### src/rtl/i2s_ser_pkg.sv
package i2s_ser_pkg;

  typedef enum logic [1:0] {
    RATE_48K  = 2'b00,
    RATE_96K  = 2'b01,
    RATE_RSVD = 2'b10,
    RATE_192K = 2'b11
  } rate_e;

  localparam int HALF_W = 3;

  // master cycles spent in each half of one bit-clock period
  function automatic logic [HALF_W-1:0] half_period(input logic [1:0] sel);
    case (rate_e'(sel))
      RATE_96K:  return 3'd2;
      RATE_192K: return 3'd1;
      default:   return 3'd4;
    endcase
  endfunction

endpackage

### src/rtl/i2s_clk_seq.sv
module i2s_clk_seq
  import i2s_ser_pkg::*;
#(
  parameter int WORD_W = 24
) (
  input  logic       clk,
  input  logic       rst,
  input  logic       enable,
  input  logic [1:0] rate_sel,
  output logic       sck,
  output logic       ws,
  output logic       frame_load,
  output logic       shift_en
);

  localparam int FRAME  = 2 * WORD_W;
  localparam int SLOT_W = $clog2(FRAME);
  localparam logic [SLOT_W-1:0] LAST_SLOT = SLOT_W'(FRAME - 1);
  localparam logic [SLOT_W-1:0] WS_HI     = SLOT_W'(WORD_W - 1);

  logic              run_q;
  logic [HALF_W-1:0] div_q;
  logic [SLOT_W-1:0] slot_q;
  logic              sck_q;
  logic              ws_q;

  logic [HALF_W-1:0] half;
  logic              tick;
  logic              fall_ev;
  logic              wrap;
  logic              start;
  logic [SLOT_W-1:0] slot_nx;

  assign half    = half_period(rate_sel);
  assign tick    = (div_q >= half - 3'd1);
  assign fall_ev = run_q && tick && sck_q;
  assign wrap    = fall_ev && (slot_q == LAST_SLOT);
  assign start   = enable && !run_q;
  assign slot_nx = wrap ? '0 : slot_q + 1'b1;

  assign frame_load = enable && (start || wrap);
  assign shift_en   = enable && fall_ev && !wrap;

  function automatic logic ws_of(input logic [SLOT_W-1:0] s);
    return (s >= WS_HI) && (s < LAST_SLOT);
  endfunction

  always_ff @(posedge clk) begin
    if (rst || !enable) begin
      run_q  <= 1'b0;
      div_q  <= '0;
      slot_q <= '0;
      sck_q  <= 1'b0;
      ws_q   <= 1'b0;
    end else if (start) begin
      run_q  <= 1'b1;
      div_q  <= '0;
      slot_q <= '0;
      sck_q  <= 1'b0;
      ws_q   <= ws_of('0);
    end else if (tick) begin
      div_q <= '0;
      sck_q <= ~sck_q;
      if (sck_q) begin
        slot_q <= slot_nx;
        ws_q   <= ws_of(slot_nx);
      end
    end else begin
      div_q <= div_q + 1'b1;
    end
  end

  assign sck = sck_q;
  assign ws  = ws_q;

endmodule

### src/rtl/i2s_lane.sv
module i2s_lane #(
  parameter int WORD_W = 24
) (
  input  logic              clk,
  input  logic              rst,
  input  logic              clr,
  input  logic              load_stb,
  input  logic [WORD_W-1:0] left,
  input  logic [WORD_W-1:0] right,
  input  logic              frame_load,
  input  logic              shift_en,
  output logic              sd
);

  localparam int FRAME = 2 * WORD_W;

  logic [WORD_W-1:0] hold_l;
  logic [WORD_W-1:0] hold_r;
  logic [FRAME-1:0]  shreg;

  always_ff @(posedge clk) begin
    if (rst) begin
      hold_l <= '0;
      hold_r <= '0;
    end else if (load_stb) begin
      hold_l <= left;
      hold_r <= right;
    end
  end

  always_ff @(posedge clk) begin
    if (rst || clr) begin
      shreg <= '0;
    end else if (frame_load) begin
      shreg <= load_stb ? {left, right} : {hold_l, hold_r};
    end else if (shift_en) begin
      shreg <= {shreg[FRAME-2:0], 1'b0};
    end
  end

  assign sd = shreg[FRAME-1];

endmodule

### src/rtl/i2s_serializer_mc.sv
module i2s_serializer_mc #(
  parameter int NUM_CH   = 4,
  parameter int SAMPLE_W = 24
) (
  input  logic                         clk,
  input  logic                         rst,
  input  logic                         enable,
  input  logic [1:0]                   rate_sel,
  input  logic                         load_stb,
  input  logic [NUM_CH*SAMPLE_W-1:0]   left_in,
  input  logic [NUM_CH*SAMPLE_W-1:0]   right_in,
  output logic                         sck_out,
  output logic                         ws_out,
  output logic [NUM_CH-1:0]            sd_out
);

  logic frame_load;
  logic shift_en;

  i2s_clk_seq #(.WORD_W(SAMPLE_W)) u_seq (
    .clk        (clk),
    .rst        (rst),
    .enable     (enable),
    .rate_sel   (rate_sel),
    .sck        (sck_out),
    .ws         (ws_out),
    .frame_load (frame_load),
    .shift_en   (shift_en)
  );

  for (genvar k = 0; k < NUM_CH; k++) begin : g_lane
    i2s_lane #(.WORD_W(SAMPLE_W)) u_lane (
      .clk        (clk),
      .rst        (rst),
      .clr        (!enable),
      .load_stb   (load_stb),
      .left       (left_in[k*SAMPLE_W +: SAMPLE_W]),
      .right      (right_in[k*SAMPLE_W +: SAMPLE_W]),
      .frame_load (frame_load),
      .shift_en   (shift_en),
      .sd         (sd_out[k])
    );
  end

endmodule

### config.mk
export PLATFORM = sky130hd
export DESIGN_NAME = i2s_serializer_mc
export DESIGN_NICKNAME = d
export VERILOG_FILES = /design/src/rtl/i2s_ser_pkg.sv /design/src/rtl/i2s_clk_seq.sv /design/src/rtl/i2s_lane.sv /design/src/rtl/i2s_serializer_mc.sv
export SDC_FILE = /design/constraint.sdc
export NUM_CORES = 1
export LEC_CHECK = 0
export ABC_AREA = 0
export BUFFER_PORTS_ARGS = -buffer_cell sky130_fd_sc_hd__buf_2
export CORE_ASPECT_RATIO = 1.25
export CORE_MARGIN = 3
export CORE_UTILIZATION = 61
export DETAILED_ROUTE_END_ITERATION = 10
export PLACE_DENSITY = 0.92
export REMOVE_ABC_BUFFERS = 1
export SYNTH_ARGS = -nofsm -noshare
export SYNTH_HDL_FRONTEND = slang
export SYNTH_SLANG_ARGS = --single-unit
### constraint.sdc
create_clock -name clk -period 5.55 [get_ports clk]
set_clock_uncertainty 0.05 [all_clocks]
set_input_delay 0.2775 -clock clk [delete_from_list [all_inputs] [get_ports clk]]
set_output_delay 0.2775 -clock clk [all_outputs]
set_load 0.005 [all_outputs]
# Word level (Yosys, flattened, before mapping)
# Cells that the tools add are included.
[totals]
reg_bits = 396
input_bits = 198
output_inout_bits = 6
wordCells = 58
[classes]
n_addsub = 3
magnitude_cmp = 3
eq_ne = 3
n_mux = 14
n_bitwise = 1
n_reduce_logical = 17
[ops]
columns = ["op", "n"]
rows = [
  ["48-bit 2-to-1 mux", 12],
  ["1-bit logical AND", 8],
  ["6-bit by 1-bit adder with 6-bit output, second input constant", 1],
  ["6-bit equality test, second input constant", 1],
  ["6-bit by 5-bit >= comparator with 1-bit output, second input constant", 1],
  ["6-bit < comparator, second input constant", 1],
  ["6-bit 2-to-1 mux", 1],
  ["3-bit case mux with 2 select lines", 1],
  ["3-bit by 1-bit adder with 3-bit output, second input constant", 1],
  ["3-bit >= comparator", 1],
  ["1-bit logical NOT", 3],
  ["3-bit OR reduction", 1],
  ["3-bit by 1-bit subtractor with 3-bit output, second input constant", 1],
  ["2-bit by 1-bit equality test with 1-bit output, second input constant", 1],
  ["2-bit equality test, second input constant", 1],
  ["1-bit logical OR", 2],
  ["2-bit AND reduction", 1],
  ["2-bit nonzero test", 1],
  ["2-bit OR reduction", 1],
  ["1-bit inverter", 1],
]

# Depth between registers and ports, before layout
[logic_depth]
word_depth = 11
mapped_depth = 12
mapped_depth_nobuf = 9

# Cells and area by module
# From an unflattened synthesis, not the netlist that was laid out.
[hier_totals]
hier_cells = 1361
area_unflattened_um2 = 14985.6
[modules_own_cells]
columns = ["mod", "instances", "cells_each", "area_each_um2"]
rows = [
  ["i2s_lane", 4, 317, 3555.9],
  ["i2s_clk_seq", 1, 92, 758.2],
  ["i2s_serializer_mc", 1, 1, 3.8],
]

# Worst setup path before layout
# Ideal clock, no wire load.
[synth_path]
kind = "in2reg"
from = "input rate_sel[1]"
to = "register g_lane[0].u_lane.shreg[24]"
setup_ns = 0.123
t_arrival_ns = 2.221
required_time_ns = 5.377
slack_ns = 3.157
stages = 12
path_buffers = 3
cell_sequence = "nand2b_1 -> ha_1 -> xor2_1 -> ha_1 -> nand2_1 -> o21a_1 -> o31a_1 -> nor2b_2 -> buf_4 -> buf_12 -> buf_8 -> a21oi_2"
[synth_via]
elab_chain_len = 10
elab_cells_between_ends = 15
cone_classes = "1 x add/sub; 1 x order compare; 2 x eq/ne; 2 x mux; 9 x reduce/logical"
[synth_lines]
columns = ["element", "line_no", "source"]
rows = [
  ["from (decl)", "i2s_serializer_mc.sv:8", "input logic [1:0] rate_sel,"],
  ["2-bit equality test or 2-bit by 1-bit equality test with 1-bit output (tied branches)", "i2s_ser_pkg.sv:14", "case (rate_e'(sel))"],
  ["3-bit case mux with 2 select lines *", "i2s_ser_pkg.sv:14", ""],
  ["3-bit by 1-bit subtractor with 3-bit output *", "i2s_clk_seq.sv:35", "assign tick = (div_q >= half - 3'd1);"],
  ["3-bit >= comparator *", "i2s_clk_seq.sv:35", ""],
  ["1-bit logical AND * (2 in a row)", "i2s_clk_seq.sv:36", "assign fall_ev = run_q && tick && sck_q;"],
  ["1-bit logical AND", "i2s_clk_seq.sv:37", "assign wrap = fall_ev && (slot_q == LAST_SLOT);"],
  ["1-bit logical OR or 1-bit logical NOT (tied branches)", "i2s_clk_seq.sv:41, i2s_clk_seq.sv:42", ""],
  ["1-bit logical AND, on equally long branches", "i2s_clk_seq.sv:41, i2s_clk_seq.sv:42", ""],
  ["48-bit 2-to-1 mux or 2-bit nonzero test (tied branches)", "n/a", ""],
  ["to (signal assigned)", "i2s_lane.sv:35", "shreg <= load_stb ? {left, right} : {hold_l, hold_r};"],
  ["to (signal assigned)", "i2s_lane.sv:37", "shreg <= {shreg[FRAME-2:0], 1'b0};"],
  ["to (decl)", "i2s_lane.sv:19", "logic [FRAME-1:0] shreg;"],
]
# Every way passes the cells marked *; elsewhere a longest branch is shown, timed or not.
# A chain may end at the register's enable or synchronous reset.

# Worst setup path in the final report
[layout_path]
from = "register u_seq.div_q[0]"
to = "register g_lane[0].u_lane.shreg[19]"
[layout_via]
elab_chain_len = 7
elab_cells_between_ends = 11
cone_classes = "1 x order compare; 1 x mux; 9 x reduce/logical"
[layout_lines]
columns = ["element", "line_no", "source"]
rows = [
  ["from (decl)", "i2s_clk_seq.sv:22", "logic [HALF_W-1:0] div_q;"],
  ["from (signal assigned)", "i2s_clk_seq.sv:69", "div_q <= div_q + 1'b1;"],
  ["3-bit >= comparator *", "i2s_clk_seq.sv:35", ""],
  ["1-bit logical AND * (2 in a row)", "i2s_clk_seq.sv:36", ""],
  ["1-bit logical AND", "i2s_clk_seq.sv:37", ""],
  ["1-bit logical OR or 1-bit logical NOT (tied branches)", "i2s_clk_seq.sv:41, i2s_clk_seq.sv:42", ""],
  ["1-bit logical AND, on equally long branches", "i2s_clk_seq.sv:41, i2s_clk_seq.sv:42", ""],
  ["48-bit 2-to-1 mux or 2-bit nonzero test (tied branches)", "n/a", ""],
]
# Marks and branches as above.

==> results by group <==
Clock tree
  – Later-pin clock latency in the skew report: 0.50 ns
  – # clock sinks: 396
  – Clock-pin transition on the worst setup and hold timing paths: 0.07 ns
  – Number of post-CTS setup repair buffers: 0
  – PostCTS Resize Cnt: 0
  – H-tree depth: 2
  – Cts bufs inserted: 37
  – CTS max path bufs: 3
  – CTS root buffer: clkbuf_16
  – CTS tree: yes

Setup path
  – CP Capture Point: g_lane[0].u_lane.shreg[19]$_SDFFE_PP0P_
  – WP depth: 8
  – Reg2Reg Setup Slack: 2.04 ns
  – Critical path origin: u_seq.div_q[0]$_SDFF_PP0_
  – Data required, critical path: 5.84 ns
  – Buf/Inv on CP: 2
  – Critical path endpoint category: register
  – FF-to-FF End: g_lane[0].u_lane.shreg[19]$_SDFFE_PP0P_
  – Critical path fanouts, max: 116
  – Critical path data arrival time: 3.80 ns
  – Critical path launch point type: register
  – Worst setup path class: reg2reg
  – Crit path largest cell delay: 0.93 ns
  – Reg2reg path depth: 8
  – Slowest CP cell: nand4_4
  – Worst R2R Start: u_seq.div_q[0]$_SDFF_PP0_
  – Critical-path cell list: inv_1, ha_1, nor2b_1, o21ai_1, nand4_4, buf_12, o221ai_1, a21oi_1
  – Critical path's top delay family: simple AND/OR/NAND/NOR gates

Finish
  – Synth-to-Final Area Change: 16.61%
  – Most frequent cells in the layout: 396 x dfxtp_1, 208 x nor2_1, 201 x buf_2, 192 x mux2i_1, 189 x o221ai_1
  – Most common cell after layout, fill and taps aside: dfxtp_1
  – Layout cell share with drive strength beyond 1: 0.2383
  – Nets: 1740

STA
  – Tcrit/Tclk final: 0.6323
  – Worst-Margin Slew: 1.129 ns
  – Crit path time final: 3.509 ns
  – Setup TNS: 0 ns
  – # setup viols final: 0
  – Max Clk Rate: 285.0 MHz
  – Slew Viols, Final: 0
  – Unrepaired setup endpoints after global routing: no
  – Fin. Hold Viols: 0
  – Headroom to the max-slew limit: 0.2475
  – WHS: 0.009065 ns

Die
  – Boundary Pins: 204
  – Die Height: 180.2 um
  – Die Footprint: 26190 um^2
  – Die W: 145.4 um
  – Core Area: 23810 um^2
  – FP Rows: 63
  – Initial Util: 0.6221

Power
  – Worst VDD drop: 0.2663 mV
  – Total design power: 0.006155 W
  – P per Cell Area: 356.4 nW/um^2
  – Static leakage: 7.087 nW

Drt
  – WL/cell: 18.04 um
  – Antenna viol nets, final: 0
  – Final Routed Wirelength: 34.00 mm
  – DRC: 0
  – Vias: 11360
  – Vias per inst: 6.028
  – DR pass1 iterations: 7
  – Initial DRC count: 732

Synthesis
  – Synth area leaders: dfxtp_1 54%, mux2i_1 13%, o221ai_1 11%, a21oi_2 5.8%, nor2_1 5.3%
  – Post-synth top area share: 0.5353
  – Number of synthesized flops with an enable pin: 0
  – Async S/R FF share, synth: 0
  – Mapped Avg Cell Area: 10.74 um^2
  – Yosys warns: 0
  – Synth Cell Area: 14810 um^2
  – Seq/Total Area, Yosys: 0.5353
  – Distinct cell type count after synthesis: 44
  – Leading area contributor after synthesis: dfxtp_1
  – Cells after Synth: 1379
  – Main synth FF type: dfxtp_1
  – FF+latch count, synth: 396

Placement
  – Placer Congestion: 0.7571
  – Hpwl dp: 19.78 mm
  – # port buffers: 203

GRT
  – Antenna violations before repair: 4
  – Gr usage total: 0.2492
  – First-pass GRT wire length: 55.65 mm
  – Largest net degree at the start of global routing: 117
  – GRT overflow: 0
  – Vias in the first global route: 11540

Flow run
  – Maxcap violations: 0

Worst hold path
  – Worst hold path class: in2reg

Run status
  – Status: complete, no violations
-- layout make-up --
cell class / count / area (um^2)
diodes: 3 / 7.507
clock buffers: 51 / 1049
clock inverters: 10 / 156.4
fillers: 1577 / 6536
inverters: 7 / 31.28
multi-input cells: 843 / 6151
flip-flops and latches: 396 / 7928
well taps: 325 / 406.6
repair buffers: 250 / 1540
-- synth_stat cells, types with 6 or more instances --
| library cell | number |
|---|---|
| a21oi_1 | 99 |
| a21oi_2 | 98 |
| buf_1 | 22 |
| buf_2 | 34 |
| buf_4 | 10 |
| buf_8 | 8 |
| clkbuf_1 | 55 |
| dfxtp_1 | 396 |
| ha_1 | 7 |
| inv_1 | 6 |
| mux2i_1 | 192 |
| nand2_1 | 8 |
| nand3_1 | 7 |
| nor2_1 | 208 |
| o221ai_1 | 189 |
-- what timing repair did --
action                                  4_1_cts  5_1_grt
hold endpoints to repair                     37        0
endpoints found under the setup margin        0        0
hold buffers                                 37        0
-- worst register-to-register path, cell delays in order, from the launching register on --
cell and delay (ns):
dfxtp_1 0.38, inv_1 0.06, ha_1 0.28, nor2b_1 0.06, o21ai_1 0.46, nand4_4 0.93
buf_12 0.62, o221ai_1 0.43, a21oi_1 0.07
-- through the flow --
step / cell area (um^2) / instances / utilization / worst slack (ns)
after floorplan: 14080 / 1246 / - / -1.719
after global placement: 15690 / 1784 / 0.6589 / 1.899
after detailed placement: 15690 / 1784 / 0.6589 / 1.795
after CTS: 17260 / 1882 / 0.7251 / 2.196
after global routing: 17270 / 1885 / 0.7254 / 1.821
final: 17270 / 1885 / 0.7254 / 2.041
-- state kept, by name, indices dropped and copies added, names as in the netlist --
signal / flops
u_seq.ws: 1
u_seq.run_q: 1
u_seq.slot_q: 6
g_lane.u_lane.shreg: 192
g_lane.u_lane.hold_r: 96
u_seq.sck: 1
u_seq.div_q: 3
g_lane.u_lane.hold_l: 96
-- how the worst min path moves through the flow --
stage / start / to / slack (ns) / depth (start not counted)
3_3_place_gp: u_seq.div_q[0]$_SDFF_PP0_ / u_seq.div_q[0]$_SDFF_PP0_ / 0.42 / 1
5_1_grt: right_in[15] / g_lane[0].u_lane.hold_r[15]$_SDFFE_PP0P_ / 0.02 / 3
3_5_place_dp: g_lane[0].u_lane.hold_r[5]$_SDFFE_PP0P_ / g_lane[0].u_lane.hold_r[5]$_SDFFE_PP0P_ / 0.43 / 2
4_1_cts: left_in[71] / g_lane[2].u_lane.hold_l[23]$_SDFFE_PP0P_ / 0.0001 / 3
2_1_floorplan: rst / g_lane[0].u_lane.hold_l[0]$_SDFFE_PP0P_ / 0.30 / 1
6_report: left_in[71] / g_lane[2].u_lane.hold_l[23]$_SDFFE_PP0P_ / 0.009 / 3
-- routing by layer --
metal	global-route usage	share of wire	vias to the layer above
met1	0.3036	0.40	5512
met4	0.08134	0.027	2
met5	0	0.00044	-
met2	0.4504	0.52	368
met3	0.03925	0.051	76
li1	-	-	5405
-- cell families after synthesis --
family                   Yosys count  synth area share
flip-flops                       396            0.5353
AO/OA/AOI/OAI                    404            0.2125
buffers and inverters            140           0.05078
adder cells (fa/ha/maj)            7          0.005914
AND/OR/NAND/NOR                  237           0.06396
XOR/XNOR                           3          0.001775
multiplexers                     192            0.1298
-- where the power goes --
part | internal [W] | switching, W
combinational | 0.000233 | 0.000324
sequential | 0.00301 | 0.0000693
clock | 0.00150 | 0.00102
total | 0.00474 | 0.00141
Power figures use the tool's default switching activity.
